<file path="config.mk">
export PLATFORM = sky130hd
export DESIGN_NAME = clk_ratio_gen
export DESIGN_NICKNAME = d
export VERILOG_FILES = /design/src/rtl/crg_pkg.sv /design/src/rtl/crg_sync.sv /design/src/rtl/crg_seq.sv /design/src/rtl/crg_drive.sv /design/src/rtl/clk_ratio_gen.sv
export SDC_FILE = /design/constraint.sdc
export NUM_CORES = 1
export LEC_CHECK = 0
export ABC_AREA = 1
export BUFFER_PORTS_ARGS = -buffer_cell sky130_fd_sc_hd__buf_2
export CORE_MARGIN = 2
export CORE_UTILIZATION = 59
export CTS_CLUSTER_DIAMETER = 200
export DETAILED_ROUTE_END_ITERATION = 6
export PLACE_DENSITY_LB_ADDON = 0.12
export SETUP_SLACK_MARGIN = 0.3
export SYNTH_ARGS = -nofsm -noshare
export SYNTH_HDL_FRONTEND = slang
export SYNTH_SLANG_ARGS = --single-unit
</file>
<file path="constraint.sdc">
create_clock -name clk -period 5 [get_ports clk]
set_clock_uncertainty 0.2 [all_clocks]
set_input_delay 0.75 -clock clk [delete_from_list [all_inputs] [get_ports clk]]
set_output_delay 0.75 -clock clk [all_outputs]
set_load 0.01 [all_outputs]
</file>
<file path="src/rtl/crg_pkg.sv">
package crg_pkg;

    localparam int PH_W = 3;

    typedef logic [PH_W-1:0] phase_t;

    typedef enum logic [1:0] {
        MD_OFF  = 2'd0,
        MD_R2   = 2'd1,
        MD_R3   = 2'd2,
        MD_TEST = 2'd3
    } mode_t;

    typedef enum logic [1:0] {
        ST_INIT = 2'd0,
        ST_OFF  = 2'd1,
        ST_HOLD = 2'd2,
        ST_RUN  = 2'd3
    } state_t;

    // Select code {hi, lo}: 00 off, 01 ratio 2, 11 ratio 3, 10 test.
    function automatic mode_t decode_sel(input logic s_hi, input logic s_lo);
        mode_t m;
        unique case ({s_hi, s_lo})
            2'b00:   m = MD_OFF;
            2'b01:   m = MD_R2;
            2'b11:   m = MD_R3;
            default: m = MD_TEST;
        endcase
        return m;
    endfunction

    // CPU half-periods per PCI half-period.
    function automatic phase_t pci_ratio(input mode_t m);
        return (m == MD_R2) ? phase_t'(2) : phase_t'(3);
    endfunction

    // Last phase index of one PCI period (2*ratio - 1).
    function automatic phase_t last_phase(input mode_t m);
        return (m == MD_R2) ? phase_t'(3) : phase_t'(5);
    endfunction

endpackage

</file>
<file path="src/rtl/crg_sync.sv">
module crg_sync #(
    parameter int WIDTH  = 4,
    parameter int STAGES = 2
) (
    input  logic             clk,
    input  logic             rst_n,
    input  logic [WIDTH-1:0] din,
    output logic [WIDTH-1:0] dout
);

    logic [WIDTH-1:0] stg [STAGES];

    always_ff @(posedge clk or negedge rst_n) begin
        if (!rst_n) begin
            for (int i = 0; i < STAGES; i++) stg[i] <= '0;
        end else begin
            stg[0] <= din;
            for (int i = 1; i < STAGES; i++) stg[i] <= stg[i-1];
        end
    end

    assign dout = stg[STAGES-1];

endmodule

</file>
<file path="src/rtl/crg_seq.sv">
module crg_seq
    import crg_pkg::*;
(
    input  logic   clk,
    input  logic   rst_n,
    input  mode_t  mode_now,
    input  logic   tck_lvl,
    output state_t st,
    output mode_t  mode_q,
    output phase_t phase,
    output phase_t hold_cnt
);

    logic   tck_prev;
    logic   tck_rise;
    logic   step;
    logic   restart;
    state_t st_nx;
    mode_t  mode_nx;
    phase_t ph_nx;
    phase_t hold_nx;

    assign tck_rise = tck_lvl & ~tck_prev;
    assign step     = (mode_q == MD_TEST) ? tck_rise : 1'b1;
    assign restart  = (st == ST_INIT) || (mode_now != mode_q);

    // Next-state logic: restart, hold_done and wrap transitions.
    always_comb begin
        st_nx   = st;
        mode_nx = mode_q;
        ph_nx   = phase;
        hold_nx = hold_cnt;
        if (restart) begin
            mode_nx = mode_now;
            ph_nx   = '0;
            hold_nx = '0;
            st_nx   = (mode_now == MD_OFF) ? ST_OFF : ST_HOLD;
        end else begin
            unique case (st)
                ST_INIT: st_nx = ST_INIT;
                ST_OFF:  st_nx = ST_OFF;
                ST_HOLD: begin
                    if (step) begin
                        if (hold_cnt == last_phase(mode_q)) begin
                            st_nx = ST_RUN;
                            ph_nx = '0;
                        end else begin
                            hold_nx = hold_cnt + phase_t'(1);
                        end
                    end
                end
                ST_RUN: begin
                    if (step) begin
                        ph_nx = (phase == last_phase(mode_q)) ? '0 : phase + phase_t'(1);
                    end
                end
            endcase
        end
    end

    // State register.
    always_ff @(posedge clk or negedge rst_n) begin
        if (!rst_n) begin
            st       <= ST_INIT;
            mode_q   <= MD_OFF;
            phase    <= '0;
            hold_cnt <= '0;
            tck_prev <= 1'b0;
        end else begin
            st       <= st_nx;
            mode_q   <= mode_nx;
            phase    <= ph_nx;
            hold_cnt <= hold_nx;
            tck_prev <= tck_lvl;
        end
    end

endmodule

</file>
<file path="src/rtl/crg_drive.sv">
module crg_drive
    import crg_pkg::*;
#(
    parameter int N_CPU = 2,
    parameter int N_PCI = 6
) (
    input  logic             clk,
    input  logic             rst_n,
    input  state_t           st,
    input  mode_t            mode_q,
    input  phase_t           phase,
    input  logic             ref_lvl,
    input  logic             tck_lvl,
    output logic [N_CPU-1:0] cpu_o,
    output logic [N_PCI-1:0] pci_o,
    output logic             ref_o,
    output logic             cpu_oe,
    output logic             pci_oe,
    output logic             ref_oe
);

    logic cpu_lvl;
    logic pci_lvl;
    logic ref_nx;
    logic oe_nx;

    always_comb begin
        cpu_lvl = (st == ST_RUN) && !phase[0];
        pci_lvl = (st == ST_RUN) && (phase < pci_ratio(mode_q));
        oe_nx   = (st == ST_HOLD) || (st == ST_RUN);
        if (!oe_nx)                ref_nx = 1'b0;
        else if (mode_q == MD_TEST) ref_nx = tck_lvl;
        else                       ref_nx = ref_lvl;
    end

    // Output process: one flop per driven output copy.
    for (genvar g = 0; g < N_CPU; g++) begin : g_cpu
        logic q;
        always_ff @(posedge clk or negedge rst_n) begin
            if (!rst_n) q <= 1'b0;
            else        q <= cpu_lvl;
        end
        assign cpu_o[g] = q;
    end

    for (genvar g = 0; g < N_PCI; g++) begin : g_pci
        logic q;
        always_ff @(posedge clk or negedge rst_n) begin
            if (!rst_n) q <= 1'b0;
            else        q <= pci_lvl;
        end
        assign pci_o[g] = q;
    end

    always_ff @(posedge clk or negedge rst_n) begin
        if (!rst_n) begin
            ref_o  <= 1'b0;
            cpu_oe <= 1'b0;
            pci_oe <= 1'b0;
            ref_oe <= 1'b0;
        end else begin
            ref_o  <= ref_nx;
            cpu_oe <= oe_nx;
            pci_oe <= oe_nx;
            ref_oe <= oe_nx;
        end
    end

endmodule

</file>
<file path="src/rtl/clk_ratio_gen.sv">
module clk_ratio_gen
    import crg_pkg::*;
#(
    parameter int N_CPU       = 2,
    parameter int N_PCI       = 6,
    parameter int SYNC_STAGES = 2,
    parameter bit SEL_LO_TIED = 1'b0
) (
    input  logic             clk,
    input  logic             rst_n,
    input  logic             sel_hi,
    input  logic             sel_lo,
    input  logic             test_clk,
    input  logic             ref_in,
    output logic [N_CPU-1:0] cpu_o,
    output logic [N_PCI-1:0] pci_o,
    output logic             ref_o,
    output logic             cpu_oe,
    output logic             pci_oe,
    output logic             ref_oe
);

    localparam int SYNC_W = 4;

    logic              sel_lo_eff;
    logic [SYNC_W-1:0] raw;
    logic [SYNC_W-1:0] syn;
    mode_t             mode_now;
    state_t            st;
    mode_t             mode_q;
    phase_t            phase;
    phase_t            hold_cnt;

    if (SEL_LO_TIED) begin : g_tied
        logic unused_lo;
        assign unused_lo  = sel_lo;
        assign sel_lo_eff = 1'b1;
    end else begin : g_pin
        assign sel_lo_eff = sel_lo;
    end

    assign raw = {ref_in, test_clk, sel_hi, sel_lo_eff};

    crg_sync #(.WIDTH(SYNC_W), .STAGES(SYNC_STAGES)) u_sync (
        .clk  (clk),
        .rst_n(rst_n),
        .din  (raw),
        .dout (syn)
    );

    assign mode_now = decode_sel(syn[1], syn[0]);

    crg_seq u_seq (
        .clk     (clk),
        .rst_n   (rst_n),
        .mode_now(mode_now),
        .tck_lvl (syn[2]),
        .st      (st),
        .mode_q  (mode_q),
        .phase   (phase),
        .hold_cnt(hold_cnt)
    );

    crg_drive #(.N_CPU(N_CPU), .N_PCI(N_PCI)) u_drive (
        .clk    (clk),
        .rst_n  (rst_n),
        .st     (st),
        .mode_q (mode_q),
        .phase  (phase),
        .ref_lvl(syn[3]),
        .tck_lvl(syn[2]),
        .cpu_o  (cpu_o),
        .pci_o  (pci_o),
        .ref_o  (ref_o),
        .cpu_oe (cpu_oe),
        .pci_oe (pci_oe),
        .ref_oe (ref_oe)
    );

endmodule

</file>
Word-level counts from Yosys, hierarchy flattened
Index checks and enable logic that the tools add are counted.

storage, ports and cells
  register bits after elaboration = 23
  input bits = 6
  output and inout port bits = 12
  logic and storage cells = 66

operators by class
  add/subtract/negate cells = 2
  $lt $le $gt $ge = 1
  equal/unequal tests = 14
  mux-type cells = 21
  bitwise gates (word level) = 2
  reduce and logical (&&, ||, !) cells = 15

operators by type and width
  kind                                                    count
  two-way mux 3 bit                                       10
  one-hot mux 2 bit (3 select lines)                      2
  inequality test 3 bit (second input constant)           3
  == test 2 bit (second input constant)                   4
  two-way mux 2 bit                                       4
  adder 3 x 1 -> 3 bit (second input constant)            2
  == test 2 x 1 -> 1 bit (second input constant)          3
  == test 3 bit                                           2
  logical NOT 2 bit                                       3
  one-hot mux 3 bit (2 select lines)                      1
  AND reduction 3 bit                                     2
  two-way mux 1 bit                                       4
  AND reduction 4 bit                                     1
  nonzero test 2 bit                                      2
  nonzero test 4 bit                                      1
  less-than comparator 3 bit                              1
  nonzero test 3 bit                                      1
  logical AND 1 bit                                       2
  logical OR 1 bit                                        2
  inequality test 2 x 1 -> 1 bit (second input constant)  1
  inequality test 2 bit                                   1
  AND 1 bit                                               1
  logical NOT 1 bit                                       1
  inverter 1 bit                                          1

Depth between registers and ports, before layout
  depth after elaboration = 7
  mapped depth = 12

Cells and area by module
Synthesis repeated with hierarchy kept, for this count alone.

unflattened totals
  cells, all modules = 156
  area total of the unflattened synthesis = 1275.0 um^2

by module, submodules not included
  module         instances  cells each  area an instance (um^2)  sequential area each (um^2)
  crg_seq        1          110         765.7                    275.3
  crg_drive      1          27          235.2                    100.1
  crg_sync       1          12          230.2                    200.2
  clk_ratio_gen  1          7           43.8                     0.0

Least setup slack after synthesis
No wires, ideal clock.

  path kind = register to register
  start = register u_sync.stg (netlist bit u_sync.dout[0])
  end = register u_seq.st[1]
  setup time = 117 ps
  data arrival time = 1293 ps
  setup slack = 3391 ps
  cell stages (with the launch flop) = 11
  period minus slack after synthesis = 1609 ps
  cell sequence = dfrtp_1 inv_1 ha_1 nand2_2 nand2_2 nor2_4 nand2_4 inv_2 nand2_1 nand3_1 nand2_1

on the way
  cells in the longest elaborated chain, start to end = 6

ends and longest elaborated chain
  item                                                                                 RTL line             text
  start, declared                                                                      crg_sync.sv:11       logic [WIDTH-1:0] stg [STAGES];
  == test 2 bit, or another cell as far along                                          crg_pkg.sv:24        unique case ({s_hi, s_lo})
  one-hot mux 2 bit (3 select lines) *                                                 crg_pkg.sv:24
  via mode_now[0]                                                                      clk_ratio_gen.sv:28  mode_t mode_now;
  inequality test 2 bit                                                                crg_seq.sv:25        assign restart = (st == ST_INIT) || (mode_now != mode_q);
  logical OR 1 bit                                                                     crg_seq.sv:25
  inequality test 3 bit (no source line) / nonzero test 4 bit (equally long branches)  -
  AND reduction 3 bit (no source line)                                                 -
  end signal, assigned                                                                 crg_seq.sv:70        st <= st_nx;
  end, declared                                                                        crg_seq.sv:8         output state_t st,

The timed path passes the listed nets; every way through them passes the cells marked *.
A chain may end at the register's enable or synchronous reset.

==> flow_summary.json <==
{
  "run_status": "complete, no violations",
  "setup_viol": 0,
  "drive_gt1_share_pct": 25.2,
  "fin_crit_sh_pct": 36.8,
  "drt_wl_total_um": 1940,
  "grt_first_pass_wirelength_um": 3390,
  "grt_overflow": 0,
  "fp.coreArea_sq_um": 1960,
  "cp_num_cells": 1,
  "cap_viol_max_count": 0,
  "start_kind": "flip-flop",
  "drtIter0Drc": 23,
  "ios": 18,
  "die_h_um": 49.6,
  "regArea_sq_um": 576,
  "grt_max_degree": 24,
  "clockBufferDepth": 2,
  "fillers": 170,
  "r2r-start": "u_sync.dout[1]",
  "rsz0062_at_grt": "false",
  "vias_per_cell": 4.98,
  "grtUsageTotal_pct": 17.9,
  "worstSetupEndpoint": "pci_o[4]",
  "critPathTopFamily": "flip-flops",
  "worstReg2RegEnd": "u_seq.st[1]",
  "ys_types": 19,
  "syn-cell-area_sq_um": 1230,
  "tns_ps": 0,
  "synthCells": 141,
  "cts_tree": "done",
  "die_x_um": 49.6,
  "p_leak_uw": 0.000715,
  "drc": 0,
  "fin_nets": 167,
  "max-vdd-ir-drop_v": 0.000320,
  "cts_root_buf": "clkbuf_4",
  "criticalPathCategory": "flip-flop to output port",
  "num_antenna_cells": 0,
  "hold_buffers": 0,
  "crit_arrival_ps": 890,
  "area_delta_synth_final_pct": 5.71,
  "routed-via-count": 886,
  "cts_made_buffers": 3,
  "drv_slew": 0,
  "antenna_found_initial": 0,
  "path_max_fanout": 6,
  "ys_ff_latch": 23,
  "clk_pin_slew_worst_paths_ps": 130,
  "gp_congestion": 0.936,
  "ys_warn_count": 0,
  "slowest_stage": "dfrtp_1",
  "htreeDepth": 1,
  "slew_headroom_pct": 67.2,
  "cp-end-kind": "output port",
  "path_buf_inv": 1,
  "grt_pass1_vias": 859,
  "final_area_sq_um": 1300,
  "multi_input_area_sq_um": 493,
  "cts_num_sinks": 23,
  "hold_viol": 0,
  "ctsResizeCount": 0,
  "initial_utilization_pct": 62.5,
  "synth_nets": 156,
  "ant_nets": 0,
  "yosysSeqAreaShare_pct": 46.9,
  "worstHoldPathType": "flip-flop to flip-flop",
  "path_cells": "buf_2",
  "worst_pin_slew_ps": 493,
  "reg2reg_slack_ps": 3270,
  "cp-startpoint": "u_drive.g_pci[5].q",
  "syn_avg_cell_area_sq_um": 8.70,
  "worst_ep_required_time_ps": 4050,
  "hpwl_um": 1550,
  "drtPass1Iterations": 4,
  "wl_per_cell_um": 10.9,
  "io_buffers": 17,
  "fin_crit_ps": 1840,
  "critPathMaxStageDelay_ps": 430,
  "reg2reg_depth": 10,
  "post_cts_buffers": 0,
  "clock_latency_ps": 310,
  "rows": 16,
  "fmax_mhz": 544,
  "dieArea_sq_um": 2460,
  "dpl_cell_area_sq_um": 1270,
  "power.density_nw_per_um2": 433
}
==> flip-flops by register name (all words and copies together), names as in the netlist <==
| register | cells |
|---|---|
| u_drive.g_cpu.q | 1 |
| u_sync.stg | 4 |
| u_seq.st | 2 |
| u_seq.phase | 3 |
| u_seq.mode_q | 2 |
| u_drive.g_pci.q | 1 |
| u_drive.ref_oe | 1 |
| u_seq.tck_prev | 1 |
| u_sync.dout | 4 |
| u_drive.ref_o | 1 |
| u_seq.hold_cnt | 3 |
==> power by group <==
part	switching (uW)	leakage (uW)	internal (uW)	total [uW]
Combinational	150	0.000416	84.6	234
Clock	58.1	0.0000139	30.5	88.7
Sequential	22.6	0.000285	216	238
Total	230	0.000715	331	561
==> synth_stat cells <==
| library cell | count | area share (%) |
|---|---|---|
| nor2_1 | 11 | 3.4 |
| ha_1 | 9 | 9.2 |
| a22oi_1 | 1 | 0.61 |
| nand2_1 | 33 | 10 |
| nand2_2 | 8 | 4.1 |
| nand4_1 | 4 | 2.0 |
| nor2_4 | 2 | 1.8 |
| nand3_1 | 11 | 4.5 |
| o21ai_2 | 1 | 0.71 |
| clkbuf_1 | 1 | 0.31 |
| nand3_2 | 1 | 0.82 |
| xor2_1 | 1 | 0.71 |
| nand2_4 | 1 | 0.92 |
| inv_2 | 3 | 0.92 |
| dfrtp_1 | 23 | 47 |
| nor2_2 | 1 | 0.51 |
| buf_4 | 10 | 6.1 |
| inv_1 | 18 | 5.5 |
| a21oi_1 | 2 | 0.82 |
==> per-stage QoR <==
stage | util, % | total power [uW] | cells | setup slack (ps) | hold slack, ps
CTS | 66.1 | 568 | 178 | 3140 | 167
global route | 66.1 | 606 | 178 | 3110 | 171
detailed placement | 64.5 | 479 | 174 | 3270 | 137
floorplan | - | 451 | 141 | 3390 | 131
global placement | 64.5 | 470 | 174 | 3340 | 133
finish | 66.1 | 561 | 178 | 3160 | 164
==> worst min-delay path by stage <==
stage	start	endpoint	slack [ps]	cells past startpoint
2_1_floorplan	u_sync.stg[4]	u_sync.dout[0]	130	0
3_3_place_gp	u_sync.stg[6]	u_sync.dout[2]	130	0
3_5_place_dp	u_sync.stg[4]	u_sync.dout[0]	140	0
4_1_cts	u_sync.stg[4]	u_sync.dout[0]	170	0
5_1_grt	u_sync.stg[4]	u_sync.dout[0]	170	0
6_report	u_sync.stg[4]	u_sync.dout[0]	160	0
==> logic make-up (layout without fill, tap and decap cells) <==
group | Yosys count | in the layout | synth area share, %
XOR/XNOR | 1 | 1 | 0.714
AO/OA/AOI/OAI | 4 | 4 | 2.14
AND/OR/NAND/NOR | 72 | 72 | 28.2
buffers and inverters | 32 | 42 | 12.9
adder cells (fa/ha/maj) | 9 | 9 | 9.18
flip-flops | 23 | 23 | 46.9
==> per-layer routing <==
metal / GRT usage [%] / wire (um) / vias to the layer above
met5: 0 / 0 / -
met2: 30.7 / 950 / 34
met3: 2.73 / 122 / 6
met1: 21.6 / 816 / 401
li1: - / - / 445
met4: 9.72 / 53 / 0
==> final cells by class <==
type | instances | share of cell area (%)
flip-flops and latches | 23 | 44.4
multi-input cells | 86 | 38.0
repair buffers | 17 | 6.56
inverters | 21 | 6.08
well taps | 27 | 2.61
clock buffers | 3 | 1.74
clock inverters | 1 | 0.579
==> placed cells by master (no fill, tap or decap) <==
cell	Yosys	layout
inv_2	3	3
nand3_1	11	11
inv_1	18	18
nand3_2	1	1
nand2_1	33	33
xor2_1	1	1
clkbuf_4	0	3
clkinvlp_4	0	1
buf_2	0	17
nand2_2	8	8
o21ai_2	1	1
dfrtp_1	23	23
nand2_4	1	1
a21oi_1	2	2
ha_1	9	9
nor2_4	2	2
nor2_1	11	11
nor2_2	1	1
a22oi_1	1	1
nand4_1	4	4
Note: power is estimated with default switching activity, not from simulation.
